**config.mk**
```make
export PLATFORM = sky130hd
export DESIGN_NAME = warmRstSeq
export DESIGN_NICKNAME = d
export VERILOG_FILES = /design/src/rtl/warmRstPkg.sv /design/src/rtl/warmRstCtrl.sv /design/src/rtl/warmRstDp.sv /design/src/rtl/warmRstSeq.sv
export SDC_FILE = /design/constraint.sdc
export NUM_CORES = 1
export LEC_CHECK = 0
export ABC_AREA = 1
export BUFFER_PORTS_ARGS = -buffer_cell sky130_fd_sc_hd__buf_2
export CAP_MARGIN = 40
export CORE_ASPECT_RATIO = 1.1
export CORE_MARGIN = 2
export CORE_UTILIZATION = 30
export DETAILED_ROUTE_END_ITERATION = 7
export PLACE_DENSITY_LB_ADDON = 0.08
export SLEW_MARGIN = 10
export SYNTH_ARGS = -nofsm -noshare
export SYNTH_HDL_FRONTEND = slang
export SYNTH_SLANG_ARGS = --single-unit
```
**constraint.sdc**
```tcl
create_clock -name clk -period 2.8 [get_ports clk]
set_input_delay 0.56 -clock clk [delete_from_list [all_inputs] [get_ports clk]]
set_output_delay 0.56 -clock clk [all_outputs]
set_load 0.02 [all_outputs]
```
**src/rtl/warmRstPkg.sv**
```systemverilog
package warmRstPkg;
  localparam int NUM_HS   = 5;
  localparam int NUM_SRC  = 7;
  localparam int NUM_COLD = 5;
  localparam int NUM_DBG  = 2;
  localparam int STAT_W   = 32;
  localparam int PIN_W    = 20;
  localparam int DLY_W    = 9;
  localparam int CNT_W    = PIN_W;
  localparam int DLY_MIN  = 17;
  localparam int DLY_MAX  = 255;
  localparam int COLD_BASE = 0;
  localparam int DBG_BASE  = 18;
  localparam int TO_BASE   = 24;
  localparam int SRC_BIT [NUM_SRC] = '{8, 9, 10, 12, 13, 14, 15};

  typedef enum logic [1:0] {S_IDLE, S_HS, S_ASSERT, S_REL} seqState_t;

  typedef struct packed {
    logic              loadPin;
    logic              loadDly;
    logic              cntDec;
    logic [NUM_HS-1:0] toSet;
  } seqStrobe_t;

  function automatic logic [CNT_W-1:0] clampDly(input logic [DLY_W-1:0] d);
    if (int'(d) < DLY_MIN) return CNT_W'(DLY_MIN);
    if (int'(d) > DLY_MAX) return CNT_W'(DLY_MAX);
    return CNT_W'(d);
  endfunction
endpackage

```
**src/rtl/warmRstCtrl.sv**
```systemverilog
module warmRstCtrl
  import warmRstPkg::*;
#(
  parameter int HS_LIMIT = 1024
) (
  input  logic               clk,
  input  logic               rstN,
  input  logic [NUM_SRC-1:0] srcReq,
  input  logic [NUM_HS-1:0]  cfgEn,
  input  logic               cfgPinZero,
  input  logic [NUM_HS-1:0]  hsAck,
  input  logic               cntLast,
  output seqStrobe_t         strb,
  output logic [NUM_HS-1:0]  hsReq,
  output logic               rstClk,
  output logic               rstOther,
  output logic               pinN,
  output logic               busy
);
  localparam int IDX_W = $clog2(NUM_HS + 1);
  localparam int TMR_W = $clog2(HS_LIMIT + 1);
  localparam logic [TMR_W-1:0] TMR_END = TMR_W'(HS_LIMIT - 1);

  seqState_t         state;
  logic [IDX_W-1:0]  idx;
  logic [TMR_W-1:0]  timer;
  logic [NUM_HS-1:0] enSnap;

  logic [IDX_W-1:0]  startIdx;
  logic [IDX_W-1:0]  nxtIdx;
  logic              nxtFound;
  logic [NUM_HS-1:0] scanEn;
  logic              curAck;
  logic              expired;
  logic              hsDone;
  logic              advance;

  // first enabled handshake at or after a start index
  always_comb begin
    nxtFound = 1'b0;
    nxtIdx   = '0;
    for (int i = 0; i < NUM_HS; i++) begin
      if (!nxtFound && (i >= int'(startIdx)) && scanEn[i]) begin
        nxtFound = 1'b1;
        nxtIdx   = IDX_W'(i);
      end
    end
  end

  always_comb begin
    startIdx = (state == S_IDLE) ? '0 : idx + IDX_W'(1);
    scanEn   = (state == S_IDLE) ? cfgEn : enSnap;
    curAck   = 1'b0;
    for (int i = 0; i < NUM_HS; i++) begin
      if (int'(idx) == i) curAck = hsAck[i];
    end
    expired  = (state == S_HS) && !curAck && (timer == TMR_END);
    hsDone   = (state == S_HS) && (curAck || timer == TMR_END);
    advance  = ((state == S_IDLE) && (|srcReq)) || hsDone;
    busy     = (state != S_IDLE);
  end

  always_comb begin
    strb         = '0;
    strb.loadPin = advance && !nxtFound;
    strb.loadDly = (state == S_ASSERT) && cntLast;
    strb.cntDec  = ((state == S_ASSERT) || (state == S_REL)) && !cntLast;
    for (int i = 0; i < NUM_HS; i++) begin
      strb.toSet[i] = expired && (int'(idx) == i);
    end
  end

  always_ff @(posedge clk or negedge rstN) begin
    if (!rstN) begin
      state    <= S_IDLE;
      idx      <= '0;
      timer    <= '0;
      enSnap   <= '0;
      hsReq    <= '0;
      rstClk   <= 1'b0;
      rstOther <= 1'b0;
      pinN     <= 1'b1;
    end else begin
      if ((state == S_IDLE) && (|srcReq)) enSnap <= cfgEn;
      if (advance) begin
        if (nxtFound) begin
          state         <= S_HS;
          idx           <= nxtIdx;
          hsReq[nxtIdx] <= 1'b1;
          timer         <= '0;
        end else begin
          state    <= S_ASSERT;
          rstClk   <= 1'b1;
          rstOther <= 1'b1;
          pinN     <= cfgPinZero;
        end
      end else begin
        case (state)
          S_HS:     timer <= timer + TMR_W'(1);
          S_ASSERT: if (cntLast) begin
                      state  <= S_REL;
                      rstClk <= 1'b0;
                      pinN   <= 1'b1;
                      hsReq  <= '0;
                    end
          S_REL:    if (cntLast) begin
                      state    <= S_IDLE;
                      rstOther <= 1'b0;
                    end
          default:  ;
        endcase
      end
    end
  end

  // warm reset only after every enabled agent has been warned
  p_hs_before_rst_r4: assert property (@(posedge clk) disable iff (!rstN)
    $rose(rstClk) |-> ((hsReq & enSnap) == enSnap));
  // a handshake never waits past its limit
  p_timer_bound_r3: assert property (@(posedge clk) disable iff (!rstN)
    (state == S_HS) |-> (int'(timer) < HS_LIMIT));
  // the pin is only driven inside the reset window
  p_pin_inside_r5: assert property (@(posedge clk) disable iff (!rstN)
    !pinN |-> (rstClk && rstOther));
  // the clock-domain reset is already released when the others release
  p_clk_first_r6: assert property (@(posedge clk) disable iff (!rstN)
    $fell(rstOther) |-> (!rstClk && !$past(rstClk)));
  // once asserting, the sequence runs on to release without restarting
  p_no_restart_r8: assert property (@(posedge clk) disable iff (!rstN)
    (state == S_ASSERT) |=> (state == S_ASSERT || state == S_REL));
endmodule

```
**src/rtl/warmRstDp.sv**
```systemverilog
module warmRstDp
  import warmRstPkg::*;
(
  input  logic                clk,
  input  logic                rstN,
  input  seqStrobe_t          strb,
  input  logic [PIN_W-1:0]    cfgPinCount,
  input  logic [DLY_W-1:0]    cfgRelDelay,
  input  logic [NUM_SRC-1:0]  srcReq,
  input  logic [NUM_COLD-1:0] coldCause,
  input  logic [NUM_DBG-1:0]  dbgCause,
  input  logic                clrWe,
  input  logic [STAT_W-1:0]   clrMask,
  output logic                cntLast,
  output logic [STAT_W-1:0]   status
);
  logic [CNT_W-1:0]  cnt;
  logic [STAT_W-1:0] setVec;
  logic [STAT_W-1:0] clrVec;

  always_comb begin
    setVec = '0;
    for (int i = 0; i < NUM_SRC; i++)  setVec[SRC_BIT[i]]   = srcReq[i];
    for (int i = 0; i < NUM_COLD; i++) setVec[COLD_BASE + i] = coldCause[i];
    for (int i = 0; i < NUM_DBG; i++)  setVec[DBG_BASE + i]  = dbgCause[i];
    for (int i = 0; i < NUM_HS; i++)   setVec[TO_BASE + i]   = strb.toSet[i];
    clrVec  = clrWe ? clrMask : '0;
    cntLast = (cnt <= CNT_W'(1));
  end

  always_ff @(posedge clk or negedge rstN) begin
    if (!rstN) status <= '0;
    else       status <= (status & ~clrVec) | setVec;
  end

  always_ff @(posedge clk or negedge rstN) begin
    if (!rstN)             cnt <= '0;
    else if (strb.loadPin) cnt <= CNT_W'(cfgPinCount);
    else if (strb.loadDly) cnt <= clampDly(cfgRelDelay);
    else if (strb.cntDec)  cnt <= cnt - CNT_W'(1);
  end

  // a set always survives a clear in the same cycle
  p_set_wins_r7: assert property (@(posedge clk) disable iff (!rstN)
    (setVec != '0) |=> ((status & $past(setVec)) == $past(setVec)));
  // the release delay lands inside the legal window
  p_delay_clamped_r6: assert property (@(posedge clk) disable iff (!rstN)
    strb.loadDly |=> ((int'(cnt) >= DLY_MIN) && (int'(cnt) <= DLY_MAX)));
  // loading and counting never overlap
  p_one_cmd_r5: assert property (@(posedge clk) disable iff (!rstN)
    $countones({strb.loadPin, strb.loadDly, strb.cntDec}) <= 1);
endmodule

```
**src/rtl/warmRstSeq.sv**
```systemverilog
module warmRstSeq
  import warmRstPkg::*;
#(
  parameter int HS_LIMIT = 1024
) (
  input  logic        clk,
  input  logic        rstN,
  input  logic [6:0]  warmSrc,
  input  logic [4:0]  coldCause,
  input  logic [1:0]  dbgCause,
  input  logic [4:0]  cfgHsEn,
  input  logic [19:0] cfgPinCount,
  input  logic [8:0]  cfgRelDelay,
  input  logic [4:0]  hsAck,
  input  logic        clrWe,
  input  logic [31:0] clrMask,
  output logic [4:0]  hsReq,
  output logic        clkDomRst,
  output logic        otherRst,
  output logic        rstPinN,
  output logic        busy,
  output logic [31:0] status
);
  seqStrobe_t strb;
  logic       cntLast;
  logic       pinZero;

  assign pinZero = (cfgPinCount == '0);

  warmRstCtrl #(.HS_LIMIT(HS_LIMIT)) u_ctrl (
    .clk(clk), .rstN(rstN), .srcReq(warmSrc), .cfgEn(cfgHsEn),
    .cfgPinZero(pinZero), .hsAck(hsAck), .cntLast(cntLast), .strb(strb),
    .hsReq(hsReq), .rstClk(clkDomRst), .rstOther(otherRst), .pinN(rstPinN),
    .busy(busy)
  );

  warmRstDp u_dp (
    .clk(clk), .rstN(rstN), .strb(strb), .cfgPinCount(cfgPinCount),
    .cfgRelDelay(cfgRelDelay), .srcReq(warmSrc), .coldCause(coldCause),
    .dbgCause(dbgCause), .clrWe(clrWe), .clrMask(clrMask),
    .cntLast(cntLast), .status(status)
  );
endmodule

```
==> impl_metrics.csv <==
group,metric,value,unit
power,pwr-share-comb,0.067,
floorplan,dieArea,17200,um^2
worst_setup_path,crit_path_cell_trace,"ha_1 > ha_1 > inv_1 > nor2_1 > nand3_1 > nand2_1 > nor2_2 > nand3_2 > inv_2 > nand2_4 > nand2_2 > nand3_1 > nand2_1",
global_route,grt_pass1_vias,4454,
yosys,syn-num-nets,752,
worst_setup_path,critPathLaunch,"u_ctrl.idx[0]",
yosys,synth.area.top_cells,"dfrtp_1, nand2_1, nand3_1, nor2_1, inv_1",
drt,wire_per_inst,13.4,um
worst_setup_path,critPathArrivalTime,2780,ps
final_layout,final_cell_mix,"nand2_1, buf_2, dfrtp_1",
sta,timing.slew.headroom,0.566,
cts,cts_buffers,9,
run,drv_cap,0,
worst_setup_path,crit_buf_inv,2,
power,power.density,419,nW/um^2
sta,worstMarginPinSlew,651,ps
final_layout,fin_nets,878,
worst_setup_path,reg2reg_from,"u_ctrl.idx[0]",
drt,final_antenna_net_count,0,
final_layout,diodes,0,
sta,setup_viol,0,
worst_setup_path,r2r_slack,300,ps
yosys,netlist_instances,656,
cts,post_cts_buffers,0,
worst_setup_path,critical_path.top_delay_family,"simple AND/OR/NAND/NOR gates",
global_route,grtUsageTotal,0.162,
sta,fin_tns_setup,0,ps
power,total_power,2.50,mW
power,swShare,0.252,
cts,cts_tree,"done",
worst_setup_path,crit_type,"reg -> reg",
power,irDropWorstVdd,244,uV
cts,cts_buffer_depth,2,
global_route,grt_start_max_net_pins,47,
worst_setup_path,crit_slowest_cell,"dfrtp_1",
final_layout,num-fill-cells,1699,
worst_setup_path,critPathMaxFanout,21,
sta,fmax,0.401,GHz
sta,hold_viol,0,
worst_setup_path,critical_path_required,3080,ps
global_route,grt-ovfl-total,0,
floorplan,core,15800,um^2
power,p_seq_frac,0.476,
sta,period_needed,2500,ps
floorplan,rows,48,
cts,cts_resized,0,
power,p_switching,630,uW
global_route,antenna_found_initial,0,
yosys,synth_top_area_share,0.412,
cts,clkLatencyLatePin,350,ps
floorplan,die_h,137,um
final_layout,stdcell_count,987,
yosys,ys_warn_count,0,
drt,viasPerCell,4.59,
placed_design,portBuffers,128,
cts,clock_sinks,81,
drt,drt_iter0_drc,171,
yosys,yosysSeqAreaShare,0.418,
run_status,status,"completed",
cts,htree_levels,3,
placed_design,placed_cells,971,
worst_setup_path,worstReg2RegEnd,"u_dp.cnt[12]",
cts,root_buffer,"clkbuf_16",
placed_design,globalplace.congestion,0.832,
worst_setup_path,max_stage_delay,430,ps
drt,route.detailed.drc,0,
cts,ctsHoldBuffers,0,
sta,maxSlewViolCount,0,
floorplan,ioPinCount,129,
drt,dr.pass1.iters,5,
worst_setup_path,path_depth,13,
yosys,synth.distinct_cells,34,
cts,clk_pin_slew,70,ps
worst_setup_path,critPathLaunchType,"flop",
sta,fin_crit_sh,0.891,
worst_setup_path,r2r_cells,13,
power,power_frac_clock,0.457,
min_path,hold_class,"in -> async",
yosys,netlist_area,4850,um^2
floorplan,initial_core_util,0.307,
yosys,synth.largest_area_cell,"dfrtp_1",
global_route,grt_pass1_wl,22300,um
power,p_int,1.87,mW
final_layout,final_common_cell,"nand2_1",
yosys,yosys_register_bits,81,
drt,routed_wl,13300,um
final_layout,synthToLayoutAreaGrowth,22.8,%
placed_design,dpl.hpwl,10000,um
sta,skew,8.50,ps
yosys,postSynthAreaPerCell,7.40,um^2
drt,vias,4535,
sta,grt_setup_unrepaired,"no",
power,p_leak,3.11,nW
final_layout,layout-drive-gt1-share,0.222,
floorplan,dieWidth,125,um
worst_setup_path,critPathCaptureType,"flop",
layout make-up:
class	count	area, um^2	area share
repair buffers	136	716	0.120
clock inverters	7	55.1	0.00924
multi-input cells	498	2480	0.415
flip-flops and latches	81	2030	0.340
inverters	56	210	0.0353
well taps	200	250	0.0420
clock buffers	9	225	0.0378
kinds of logic (layout without fill, tap and decap cells):
group,Yosys count,after routing,synth area share
AND/OR/NAND/NOR,403,403,0.366
flip-flops,81,81,0.418
buffers and inverters,77,208,0.0722
AO/OA/AOI/OAI,65,65,0.0835
XOR/XNOR,22,22,0.0397
adder cells (fa/ha/maj),8,8,0.0206
cells in the mapped netlist, drive strengths merged:
cell type and count:
nand2 225, or2 1, nand3b 11, a21oi 4
nand4 9, nor4 5, clkbuf 6, a21o 12
nor3 8, ha 8, xor2 14, a32o 2
clkinv 1, o211ai 2, dfstp 1, o21ai 31
inv 55, and3 1, buf 15, nand3 78
and2 1, a21boi 14, xnor2 8, nor2 64
dfrtp 80
metal layers:
layer	vias to the layer above	track usage	wire, um
met5	-	0	0
li1	2367	-	-
met1	2036	0.222	6630
met4	0	0.0642	226
met3	13	0.0256	549
met2	119	0.258	5860
how the worst max path moves through the flow:
stage          slack, ps         endpoint
2_1_floorplan        710     u_dp.cnt[18]
3_3_place_gp         280  u_ctrl.hsReq[1]
3_5_place_dp         230  u_ctrl.hsReq[1]
4_1_cts              270     u_dp.cnt[12]
5_1_grt               30      u_dp.cnt[8]
6_report             300     u_dp.cnt[12]
per-stage QoR:
| stage | hold slack [ps] | cell area, um^2 | utilization | setup WS (ps) |
|---|---|---|---|---|
| floorplan | 264 | 4850 | - | 707 |
| global placement | 456 | 5680 | 0.360 | 279 |
| detailed placement | 459 | 5680 | 0.360 | 229 |
| CTS | 260 | 5960 | 0.377 | 273 |
| global route | 278 | 5960 | 0.377 | 27.6 |
| finish | 237 | 5960 | 0.377 | 304 |
power by group through the flow:
stage	Sequential (mW)	Clock, mW	Combinational [mW]
2_1_floorplan	1.23	0	0.0357
3_3_place_gp	1.21	0	0.170
3_5_place_dp	1.21	0	0.172
4_1_cts	1.19	1.18	0.173
5_1_grt	1.19	1.24	0.189
6_report	1.19	1.14	0.167
registers in the layout, summed over array words and instances, names as in the netlist:
register / cells
u_dp.status: 32
u_ctrl.rstClk: 1
u_ctrl.state: 2
u_ctrl.enSnap: 5
u_ctrl.hsReq: 5
u_ctrl.timer: 11
u_dp.cnt: 20
u_ctrl.pinN: 1
u_ctrl.rstOther: 1
u_ctrl.idx: 3
(Power assumes the default switching activity.)
